--- src/rtl/arb_pkg.sv ---
package arb_pkg;

    localparam int ARB_AW = 16;
    localparam int ARB_DW = 32;

    typedef struct packed {
        logic              rd;
        logic              wr;
        logic [ARB_AW-1:0] addr;
        logic [ARB_DW-1:0] wdata;
    } arb_cmd_t;

    // cyclic successor of an index among n masters
    function automatic int arb_wrap(input int base, input int step, input int n);
        return (base + step) % n;
    endfunction

endpackage

--- src/rtl/arb_rr_pick.sv ---
module arb_rr_pick import arb_pkg::*; #(
    parameter int N  = 3,
    parameter int IW = 2
) (
    input  logic [N-1:0]  req,
    input  logic [IW-1:0] last,
    output logic          any,
    output logic [IW-1:0] pick
);
    always_comb begin
        any  = 1'b0;
        pick = last;
        for (int k = 1; k <= N; k++) begin
            if (!any && req[arb_wrap(int'(last), k, N)]) begin
                any  = 1'b1;
                pick = IW'(arb_wrap(int'(last), k, N));
            end
        end
    end
endmodule

--- src/rtl/arb_owner.sv ---
module arb_owner #(
    parameter int N  = 3,
    parameter int IW = 2
) (
    input  logic          clk,
    input  logic          rst,
    input  logic [N-1:0]  req,
    input  logic [N-1:0]  lock,
    input  logic          acc,
    output logic          own_vld,
    output logic [IW-1:0] own_idx
);
    logic          any;
    logic [IW-1:0] pick;
    logic          rearb;

    // own_idx doubles as the round-robin pointer when nobody owns the port
    arb_rr_pick #(.N(N), .IW(IW)) u_pick (
        .req (req),
        .last(own_idx),
        .any (any),
        .pick(pick)
    );

    always_comb begin
        rearb = !own_vld || (!lock[own_idx] && (acc || !req[own_idx]));
    end

    always_ff @(posedge clk) begin
        if (rst) begin
            own_vld <= 1'b0;
            own_idx <= IW'(N - 1);
        end else if (rearb) begin
            own_vld <= any;
            if (any) own_idx <= pick;
        end
    end
endmodule

--- src/rtl/arb_rsp_fifo.sv ---
module arb_rsp_fifo #(
    parameter int DEPTH = 4,
    parameter int IW    = 2
) (
    input  logic          clk,
    input  logic          rst,
    input  logic          push,
    input  logic [IW-1:0] push_id,
    input  logic          pop,
    output logic [IW-1:0] head_id,
    output logic          full,
    output logic          empty
);
    localparam int PW = (DEPTH > 1) ? $clog2(DEPTH) : 1;
    localparam int CW = $clog2(DEPTH + 1);

    logic [IW-1:0] mem [DEPTH];
    logic [PW-1:0] wp, rp;
    logic [CW-1:0] cnt;

    assign full    = (cnt == CW'(DEPTH));
    assign empty   = (cnt == '0);
    assign head_id = mem[rp];

    function automatic logic [PW-1:0] bump(input logic [PW-1:0] p);
        return (p == PW'(DEPTH - 1)) ? '0 : p + 1'b1;
    endfunction

    always_ff @(posedge clk) begin
        if (rst) begin
            wp  <= '0;
            rp  <= '0;
            cnt <= '0;
        end else begin
            if (push) begin
                mem[wp] <= push_id;
                wp      <= bump(wp);
            end
            if (pop) rp <= bump(rp);
            case ({push, pop})
                2'b10:   cnt <= cnt + 1'b1;
                2'b01:   cnt <= cnt - 1'b1;
                default: cnt <= cnt;
            endcase
        end
    end
endmodule

--- src/rtl/lockarb_top.sv ---
module lockarb_top import arb_pkg::*; #(
    parameter int N_MST     = 3,
    parameter int RSP_DEPTH = 4
) (
    input  logic                         clk,
    input  logic                         rst,
    input  logic [N_MST-1:0]             mst_req,
    input  logic [N_MST-1:0]             mst_lock,
    input  logic [N_MST-1:0]             mst_rd,
    input  logic [N_MST-1:0]             mst_wr,
    input  logic [N_MST-1:0][ARB_AW-1:0] mst_addr,
    input  logic [N_MST-1:0][ARB_DW-1:0] mst_wdata,
    output logic [N_MST-1:0]             mst_gnt,
    output logic [N_MST-1:0]             mst_wait,
    output logic [N_MST-1:0]             mst_rvalid,
    output logic [ARB_DW-1:0]            mst_rdata,
    output logic                         slv_rd,
    output logic                         slv_wr,
    output logic [ARB_AW-1:0]            slv_addr,
    output logic [ARB_DW-1:0]            slv_wdata,
    input  logic                         slv_wait,
    input  logic                         slv_rvalid,
    input  logic [ARB_DW-1:0]            slv_rdata
);
    localparam int IW = (N_MST > 1) ? $clog2(N_MST) : 1;

    logic          own_vld;
    logic [IW-1:0] own_idx;
    logic          active, acc;
    logic          q_full, q_empty;
    logic [IW-1:0] q_head;
    arb_cmd_t      cur;

    arb_owner #(.N(N_MST), .IW(IW)) u_owner (
        .clk    (clk),
        .rst    (rst),
        .req    (mst_req),
        .lock   (mst_lock),
        .acc    (acc),
        .own_vld(own_vld),
        .own_idx(own_idx)
    );

    always_comb begin
        cur.rd    = mst_rd[own_idx];
        cur.wr    = mst_wr[own_idx];
        cur.addr  = mst_addr[own_idx];
        cur.wdata = mst_wdata[own_idx];
    end

    assign active    = own_vld && mst_req[own_idx];
    assign slv_rd    = active && cur.rd && !q_full;
    assign slv_wr    = active && cur.wr;
    assign slv_addr  = cur.addr;
    assign slv_wdata = cur.wdata;
    assign acc       = (slv_rd || slv_wr) && !slv_wait;

    arb_rsp_fifo #(.DEPTH(RSP_DEPTH), .IW(IW)) u_rsp (
        .clk    (clk),
        .rst    (rst),
        .push   (slv_rd && !slv_wait),
        .push_id(own_idx),
        .pop    (slv_rvalid && !q_empty),
        .head_id(q_head),
        .full   (q_full),
        .empty  (q_empty)
    );

    assign mst_rdata = slv_rdata;

    for (genvar g = 0; g < N_MST; g++) begin : g_port
        assign mst_gnt[g]    = own_vld && (own_idx == IW'(g));
        assign mst_wait[g]   = !(mst_gnt[g] && acc);
        assign mst_rvalid[g] = slv_rvalid && !q_empty && (q_head == IW'(g));
    end
endmodule

--- config.mk ---
export PLATFORM = sky130hd
export DESIGN_NAME = lockarb_top
export DESIGN_NICKNAME = d
export VERILOG_FILES = /design/src/rtl/arb_pkg.sv /design/src/rtl/arb_rr_pick.sv /design/src/rtl/arb_owner.sv /design/src/rtl/arb_rsp_fifo.sv /design/src/rtl/lockarb_top.sv
export SDC_FILE = /design/constraint.sdc
export NUM_CORES = 1
export LEC_CHECK = 0
export ABC_AREA = 1
export BUFFER_PORTS_ARGS = -buffer_cell sky130_fd_sc_hd__buf_4
export CELL_PAD_IN_SITES_DETAIL_PLACEMENT = 1
export CELL_PAD_IN_SITES_GLOBAL_PLACEMENT = 2
export CORE_ASPECT_RATIO = 1.1
export CORE_MARGIN = 3
export CORE_UTILIZATION = 14
export DETAILED_ROUTE_END_ITERATION = 8
export GPL_ROUTABILITY_DRIVEN = 0
export MAX_ROUTING_LAYER = met4
export PLACE_DENSITY_LB_ADDON = 0.12
export SYNTH_ARGS = -nofsm -noshare
export SYNTH_HDL_FRONTEND = slang
export SYNTH_SLANG_ARGS = --single-unit
--- constraint.sdc ---
create_clock -name clk -period 2.72 [get_ports clk]
set_input_delay 0.136 -clock clk [delete_from_list [all_inputs] [get_ports clk]]
set_output_delay 0.136 -clock clk [all_outputs]
set_load 0.03 [all_outputs]
After elaboration in Yosys (flattened, before gate mapping). Memory sizes are Yosys's and may differ from the RTL's. A register that Yosys moved wholly into a read port is not among the register bits. Cells that the tools add are included.

Bits in registers: 10. Memory bits (writable): 8. Input bits: 192. Logic and storage cells: 103. Memories: 1.

Add/sub/neg operators: 7. Div/mod/pow operators: 3. Order comparisons: 4. Equal/unequal tests: 9. Multiplexer cells: 35. Reduce and logical (&&, ||, !) cells: 39.

Memories: u_rsp.mem (words 4, bits a word 2, read ports 1, clocked after Yosys merged registers in 1, write ports 1, line arb_rsp_fifo.sv:17) `logic [IW-1:0] mem [DEPTH];`.

Operators with widths (number): < comparator 32 x 4 -> 1 bit, second input constant (3); modulo 32 x 3 -> 32 bit, second input constant (3); binary-select mux 32 bit (select 2 bit) (1); binary-select mux 16 bit (select 2 bit) (1); two-way mux 32 bit (1); logical AND 1 bit (19); two-way mux 1 bit (16); two-way mux 16 bit (1); binary-select mux 1 bit (select 2 bit) (7); two-way mux 2 bit (7); zero test 1 bit (11); == test 2 bit, second input constant (5); adder 2 x 2 -> 3 bit, second input constant (2); == test 2 x 1 -> 1 bit, second input constant (3); one-hot mux 3 bit (2 select lines) (1); adder 2 x 1 -> 2 bit, second input constant (2); zero test 2 bit (2); adder 2 x 1 -> 3 bit, second input constant (1); adder 3 x 1 -> 3 bit, second input constant (1); == test 3 bit, second input constant (1); zero test 3 bit (1); logical OR 1 bit (3); < comparator 2 x 3 -> 1 bit, second input constant (1); AND reduction 3 bit (1); other kinds (3) (3).

Logic depth before layout (Yosys ltp). Gate-level depths: netlist of run 1.

Depth after elaboration: 13. Depth in mapped cells: 15.

Hierarchy. A second synthesis of run 1 with hierarchy kept.

Cells, all modules: 447. Area total of the unflattened synthesis: 2549.9 µm².

Modules (own cells, without submodules): lockarb_top (instances 1, cells an instance 289, area each 1361.3 µm², seq. area each 0.0 µm²); arb_rsp_fifo (instances 1, cells an instance 81, area each 762.0 µm², seq. area each 420.4 µm²); arb_rr_pick (instances 1, cells an instance 47, area each 230.2 µm², seq. area each 0.0 µm²); arb_owner (instances 1, cells an instance 30, area each 196.4 µm², seq. area each 60.1 µm²).

Least setup slack after synthesis of run 1. OpenSTA, ideal clock, no wires.

Path type: register -> register. Start: register u_owner.own_idx[1]. End: register u_owner.own_idx[0]. Data arrival time: 2021 ps. Required time: 2607 ps. Slack: 587 ps. Cell stages (with the launch flop): 13. Path buffers: 2. Period minus slack after synthesis: 2133 ps. Cells stage by stage: dfxtp_1 inv_2 clkbuf_1 clkbuf_1 ha_1 inv_1 o21ai_0 nand2_1 nand2_1 o211ai_1 o21ai_0 nor2_1 nor2_1.

Cells in the longest elaborated chain, start to end: 13. Elaborated cells between the ends (all ways): 46.

RTL lines: from (decl) (line arb_owner.sv:11) `output logic [IW-1:0] own_idx`; from (signal assigned) (line arb_owner.sv:32) `own_idx <= IW'(N - 1);`; from (signal assigned) (line arb_owner.sv:35) `if (any) own_idx <= pick;`; adder 2 x 1 -> 3 bit (line arb_pkg.sv:15) `return (base + step) % n;`; modulo 32 x 3 -> 32 bit (line arb_pkg.sv:15); binary-select mux 1 bit (select 2 bit) (line arb_rr_pick.sv:14) `if (!any && req[arb_wrap(int'(last), k, N)]) begin`; two-way mux 1 bit (implied by the code) (2 in series) (line arb_rr_pick.sv:14); two-way mux 1 bit (line arb_rr_pick.sv:14); zero test 1 bit (line arb_rr_pick.sv:14); logical AND 1 bit (line arb_rr_pick.sv:14); two-way mux 1 bit (line arb_rr_pick.sv:14); zero test 1 bit (line arb_rr_pick.sv:14); logical AND 1 bit (line arb_rr_pick.sv:14); nonzero test 3 bit (no line) / two-way mux 1 bit (equally long branches); AND reduction 3 bit (no line).

Several ways; a longest one is shown, not always the timed one. The select of a mux whose other input is x is not followed. A chain may end at the register's enable or synchronous reset.

Worst setup path in the final report of run 1.
Start: register u_owner.own_idx[1]. End: output port mst_wait[1].

Cells in the longest elaborated chain, start to end: 9. Elaborated cells between the ends (all ways): 16.

RTL lines: binary-select mux 1 bit (select 2 bit) (line lockarb_top.sv:51) `assign active = own_vld && mst_req[own_idx];`; two-way mux 1 bit (implied by the code) (line lockarb_top.sv:51); logical AND 1 bit (line lockarb_top.sv:51); logical AND 1 bit (2 in series) (line lockarb_top.sv:52) `assign slv_rd = active && cur.rd && !q_full;`; logical OR 1 bit (line lockarb_top.sv:56) `assign acc = (slv_rd || slv_wr) && !slv_wait;`; logical AND 1 bit (line lockarb_top.sv:56); logical AND 1 bit * (line lockarb_top.sv:73) `assign mst_wait[g] = !(mst_gnt[g] && acc);`; zero test 1 bit * (line lockarb_top.sv:73); to (decl) (line lockarb_top.sv:14) `output logic [N_MST-1:0] mst_wait,`.

Every way passes the cells marked *; elsewhere a longest branch is shown, timed or not. The select of a mux whose other input is x is not followed.

==> metrics.yaml, run 1 <==
pwr:
  power.leakage_nw: 2.08
  switchingPower_mw: 2.34
  p_per_area_mw_per_mm2: 960
  switching_share_pct: 58.1
  intPower_mw: 1.68
  combPwrFrac_pct: 80.9
  pwr-share-seq_pct: 11.7
  p_clk_share_pct: 7.3
  ir_drop_uv: 297
sta:
  period_minus_slack_ns: 2.29
  finalSetupViolations: 0
  finalHoldViolations: 0
  worst_pin_slew_ns: 0.606
  fmax_mhz: 437
  slew_headroom_pct: 59.6
  fin_crit_sh_pct: 84.1
  tns_ns: 0
  rsz0062_at_grt: "no"
  holdWs_ns: 0.0662
  finClkSkew_ns: 0.00110
  maxSlewViolCount: 0
routing:
  viasPerCell: 4.13
  drt_iter0_markers: 83
  via_count: 3412
  postRouteAntennaNets: 0
  drcViolationCount: 0
  drt-wirelength-per-cell_um: 16.8
  routed_wirelength_mm: 13.9
  dr.pass1.iters: 4
cts:
  htree_levels: 1
  tritoncts: "yes"
  clock_tree.root_cell: "clkbuf_16"
  cts_made_buffers: 3
  numClockSinks: 20
  cts_setup_buffers: 0
  cts_buffer_depth: 2
  clkLatencyLatePin_ns: 0.25
  hold_buffers: 0
  cts_resized: 0
  clk_pin_slew_ns: 0.05
yosys:
  synthesis.nets: 621
  synth_area_leaders: "o21ai_0 (20%), nand2_1 (14%), dfxtp_1 (9.7%), buf_4 (9.7%), edfxtp_1 (9.7%)"
  synth_edf_count: 8
  ys_seq_area_share_pct: 19.5
  ys_ff_latch: 20
  yosysTopAreaCell: "o21ai_0"
  ys_async_sr_fraction_pct: 0
  synth_most_common_cell: "o21ai_0"
  syn_inst: 418
  netlist_area_sq_mm: 0.00247
  avgSynthCellArea_sq_um: 5.90
  ys_types: 32
  yosys-top-cells-count: "o21ai_0 (100), nand2_1 (90), nor2_1 (60)"
  synth-main-ff-cell: "dfxtp_1"
  synth_top_cell_area_share_pct: 20.3
  ys_warn_count: 0
place:
  portBuffers: 218
  dp_hpwl_mm: 11.6
final_layout:
  drive_above_1_share_pct: 40.0
  fin_nets: 797
  syn_to_final_growth_pct: 69.9
  num_antenna_cells: 0
grt:
  grt_pass1_vias: 3824
  grt_antenna_before_repair: 0
  grt_pass1_wl_mm: 21.1
  track_usage_pct: 14.2
  grt_max_degree: 51
  grt_remaining_overflow: 0
setup_path:
  cp-startpoint: "u_owner.own_idx[1]$_SDFFE_PP1P_"
  cp.required_ns: 2.58
  reg2reg_from: "u_owner.own_idx[1]$_SDFFE_PP1P_"
  end_kind: "output port"
  crit_fanout: 44
  rrSetupSlack_ns: 0.46
  arrival_ns: 2.15
  crit-reg2reg-capture: "u_rsp.cnt[2]$_SDFFE_PP0P_"
  critPathLaunchType: "flop"
  path_class: "flop to output port"
  rr_worst_depth: 13
die:
  initial_core_util_pct: 14.4
  die_h_um: 145
  die-area_sq_mm: 0.0192
  core-area_sq_mm: 0.0171
  die_w_um: 133
  row_count: 50
  pin_count: 283
outcome:
  status: "finished clean"
min_path:
  hold_start: "rst"
  hold_class: "input port to flop"
  whs_endpoint: "u_rsp.wp[0]$_SDFFE_PP0P_"
  hold_depth: 2
run:
  cap_viol_max_count: 0
## cells in the final DEF, fill, tap and decap left out, types with 2 or more instances in the layout
cell       instances
a21oi_1            9
buf_4            224
clkbuf_16          3
clkinv_1           2
dfxtp_1           11
edfxtp_1           8
ha_1              10
inv_1             32
inv_2              2
nand2_1           90
nand3_1           12
nand3_2            2
nand4_1            3
nor2_1            60
nor3_1             2
o21ai_0          100
o21ai_1           10
## per-stage QoR
step / setup WS [ns] / std cells / util, % / power, mW / area (sq um)
final: 0.434 / 827 / 24.4 / 4.02 / 4190
after detailed placement: 0.443 / 823 / 24.0 / 3.81 / 4110
after floorplan: 0.587 / 418 / - / 2.57 / 2470
after global placement: 0.455 / 823 / 24.0 / 3.81 / 4110
after CTS: 0.345 / 827 / 24.4 / 4.13 / 4190
after global routing: 0.134 / 827 / 24.4 / 4.39 / 4190
## power by group through the flow
stage               Sequential [mW]  Combinational (mW)  Clock [mW]
floorplan                     0.443                2.13           0
global placement              0.477                3.33           0
detailed placement            0.481                3.33           0
CTS                           0.476                3.35       0.306
global route                  0.489                3.58       0.318
finish                        0.472                3.25       0.295
## worst max path at each step
stage                                                  to  slack [ns]  depth (start not counted)
after floorplan           u_owner.own_idx[0]$_SDFFE_PP0P_        0.59                         12
after global placement          u_rsp.cnt[2]$_SDFFE_PP0P_        0.45                         13
after detailed placement        u_rsp.cnt[2]$_SDFFE_PP0P_        0.44                         13
after CTS                                     mst_wait[2]        0.35                          8
after global routing            u_rsp.cnt[2]$_SDFFE_PP0P_        0.13                         13
final                                         mst_wait[1]        0.43                          8
## routing by layer
metal | up-vias | GRT usage (%) | wire, um | share of wire, %
li1 | 1689 | - | - | -
met4 | 0 | 2.70 | 156 | 1.1
met2 | 141 | 25.8 | 7280 | 53
met1 | 1570 | 14.6 | 5090 | 37
met5 | - | - | 0 | 0
met3 | 12 | 5.34 | 1330 | 9.6
## final cells by class
class	instances	area (sq um)
Tap cell	234	293
Inverter	36	138
Fill cell	2199	13000
Clock buffer	3	75.1
Timing Repair Buffer	224	1680
Sequential cell	20	482
Clock inverter	1	3.75
Multi-Input combinational cell	309	1520
## flip-flops by register name (all words and copies together) (netlist names), named ones only
signal           cells
u_owner.own_vld      1
u_owner.own_idx      2
u_rsp.mem            8
u_rsp.cnt            3
u_rsp.wp             2
u_rsp.rp             2
## worst max-delay path, stage by stage, from the launching register on
cell,delay [ns]
dfxtp_1,0.38
inv_2,0.24
buf_4,0.43
nand3_1,0.18
nand2_1,0.09
nand4_1,0.13
nand2_1,0.19
nand2_1,0.07
buf_4,0.17
## logic make-up after synthesis
| kind of cell | after synthesis | synth area share (%) |
|---|---|---|
| AOI/OAI and AO/OA | 126 | 26.6 |
| buffers and inverters | 89 | 19.0 |
| and+or+nand+nor | 172 | 29.0 |
| DFF | 20 | 19.5 |
| adders and majority gates | 11 | 5.89 |
Power figures use the tool's default switching activity.
==> inputs of run 2 (changes only) <==
==> constraint.sdc (replaced) <==
create_clock -name clk -period 2.25 [get_ports clk]
set_input_delay 0.1125 -clock clk [delete_from_list [all_inputs] [get_ports clk]]
set_output_delay 0.1125 -clock clk [all_outputs]
set_load 0.03 [all_outputs]
==> run 2 against run 1 <==
Net effect:
- clock power increased by 66%
- global-route usage about the same
- power increased by 26%
- routed wire length about the same
- sequential share of layout area decreased by 0.080 points
- critical path type is now flop to flop
- critical endpoint is now u_rsp.cnt[2]$_SDFFE_PP0P_
- largest cell class unchanged
- largest power group unchanged
==> metrics.yaml, run 2 (synthesis results as in run 1) <==
final_layout:
  multi_input_area_sq_mm: 0.00152  # unchanged
  drive_above_1_share_pct: 40.3  # +0.37 points
  syn_to_final_growth_pct: 71.9
  utilization_pct: 24.7  # +0.30 points
  reg.largest.list: "u_rsp.mem (8), u_rsp.cnt (3)"
  instances_no_fill: 829  # +0.24%
  top_register: "u_rsp.mem"
  fin_nets: 799  # +0.25%
  regArea_sq_um: 484  # +0.52%
  final_cell_mix: "buf_4 (224), o21ai_0 (98), nand2_1 (90), nor2_1 (60), inv_1 (32)"
  num_antenna_cells: 0  # unchanged
  fillers: 2222  # +1.0%
  final_common_cell: "buf_4"
  largest_reg_flops: 8  # unchanged
die:
  pin_count: 283  # unchanged
  initial_core_util_pct: 14.4  # unchanged
  core-area_sq_mm: 0.0171  # unchanged
  die-area_sq_mm: 0.0192  # unchanged
  die_w_um: 133  # unchanged
  row_count: 50  # unchanged
  die_h_um: 145  # unchanged
routing:
  drcViolationCount: 0  # unchanged
  dr.pass1.iters: 6  # +2
  postRouteAntennaNets: 0  # unchanged
  drt_iter0_markers: 104  # +25%
  via_count: 3413  # +0.029%
  routed_wirelength_mm: 13.9  # about the same
  viasPerCell: 4.12  # -0.21%
  drt-wirelength-per-cell_um: 16.7  # -0.22%
pwr:
  power.leakage_nw: 2.11  # +1.1%
  p_per_area_mw_per_mm2: 1190  # +24%
  design_power_total_mw: 5.05  # +26%
  ir_drop_uv: 387  # +30%
setup_path:
  critPathBufInv: 3  # unchanged
  cp_cell_sequence: "inv_4 > nand2_1 > nand3_1 > nand2_1 > nand2_2 > inv_2 > nand3_4 > ha_1 > inv_1 > fa_1 > a21oi_1 > o21ai_1 > o21ai_1 > a21oi_1"
  slowest_stage: "dfxtp_4"
  crit_cells: 14  # +6
  end_kind: "flop"
  critPathLaunchType: "flop"
  max_stage_delay_ns: 0.39  # -0.04 ns
  crit_family: "adder cells"
  cp.required_ns: 2.39  # -0.19 ns
  rr_worst_depth: 14  # +1
  arrival_ns: 2.19  # +0.04 ns
  path_class: "flop to flop"
  crit_fanout: 7  # -84%
grt:
  grt_remaining_overflow: 0  # unchanged
  grt_antenna_before_repair: 0  # unchanged
  track_usage_pct: 14.1  # -0.036 points
  grt_max_degree: 51  # unchanged
  grt_pass1_vias: 3749  # -2.0%
  grt_pass1_wl_mm: 21.0  # -0.26%
cts:
  numClockSinks: 20  # unchanged
  clk_pin_slew_ns: 0.06  # about the same
  tritoncts: "yes"
  htree_levels: 1  # unchanged
  clkLatencyLatePin_ns: 0.25  # about the same
  cts_made_buffers: 3  # unchanged
  clock_tree.root_cell: "clkbuf_16"
  hold_buffers: 0  # unchanged
  cts_buffer_depth: 2  # unchanged
sta:
  maxSlewViolCount: 0  # unchanged
  finClkSkew_ns: 0.00106  # -0.0000404 ns
  worst_pin_slew_ns: 0.582  # -0.0240 ns
  slew_headroom_pct: 61.2  # +1.6 points
  period_minus_slack_ns: 2.05
  rsz0062_at_grt: "no"
  fin_crit_sh_pct: 91.0
  finalHoldViolations: 0  # unchanged
  tns_ns: 0  # unchanged
  worst_slack_ns: 0.202  # -0.231 ns
  finalSetupViolations: 0  # unchanged
  fmax_mhz: 488
place:
  dp_hpwl_mm: 11.5  # -0.74%
  place_inst: 825  # +0.24%
  place_ws_ns: 0.137  # -0.306 ns
  portBuffers: 218  # unchanged
outcome:
  status: "finished clean"
min_path:
  hold_depth: 2  # unchanged
  hold_class: "input port to flop"
run:
  cap_viol_max_count: 0  # unchanged
-- run 2: per-stage QoR --
stage | hold WS, ns | area (sq um)
CTS | 0.0515 | 4230
floorplan | 0.191 | 2470
detailed placement | 0.225 | 4130
global route | 0.0468 | 4240
global placement | 0.225 | 4130
finish | 0.0481 | 4240
-- run 2: report_power, final --
part	switching (mW)	total (mW)	internal [mW]
clock	0.138	0.491	0.353
sequential	0.0814	0.555	0.474
combinational	2.64	4.00	1.36
total	2.86	5.05	2.18
-- run 2: worst paths after layout --
check	start	slack [ns]	end
setup reg to reg	u_owner.own_idx[0]$_SDFFE_PP0P_	0.20	u_rsp.cnt[2]$_SDFFE_PP0P_
setup / recovery	u_owner.own_idx[0]$_SDFFE_PP0P_	0.20	u_rsp.cnt[2]$_SDFFE_PP0P_
hold / removal	rst	0.05	u_rsp.wp[0]$_SDFFE_PP0P_
hold reg to reg	u_rsp.cnt[0]$_SDFFE_PP0P_	0.49	u_rsp.cnt[0]$_SDFFE_PP0P_
-- run 2: what timing repair did --
item | 4_1_cts | 5_1_grt
gates resized for setup | 0 | 5
buffers inserted | 0 | 0
setup endpoints to repair | 0 | 3
-- run 2: final cells by class --
| class | instances | area share (%) |
|---|---|---|
| Multi-Input combinational cell | 309 | 35.8 |
| Tap cell | 234 | 6.90 |
| Clock inverter | 1 | 0.708 |
| Clock buffer | 3 | 1.77 |
| Timing Repair Buffer | 226 | 40.2 |
| Inverter | 36 | 3.25 |
| Sequential cell | 20 | 11.4 |
-- run 2: worst register-to-register path, stage by stage, from the launching register on --
cell and delay, ns:
dfxtp_4 0.39, inv_4 0.10, nand2_1 0.06, nand3_1 0.07, nand2_1 0.08, nand2_2 0.09, inv_2 0.06, nand3_4 0.09
ha_1 0.15, inv_1 0.07, fa_1 0.38, a21oi_1 0.15, o21ai_1 0.09, o21ai_1 0.13, a21oi_1 0.06
-- run 2: per-layer routing --
metal / wire [um] / track usage (%)
met1: 5250 / 15.4
met4: 106 / 2.08
met3: 1350 / 5.44
met2: 7150 / 24.9
met5: 0 / -
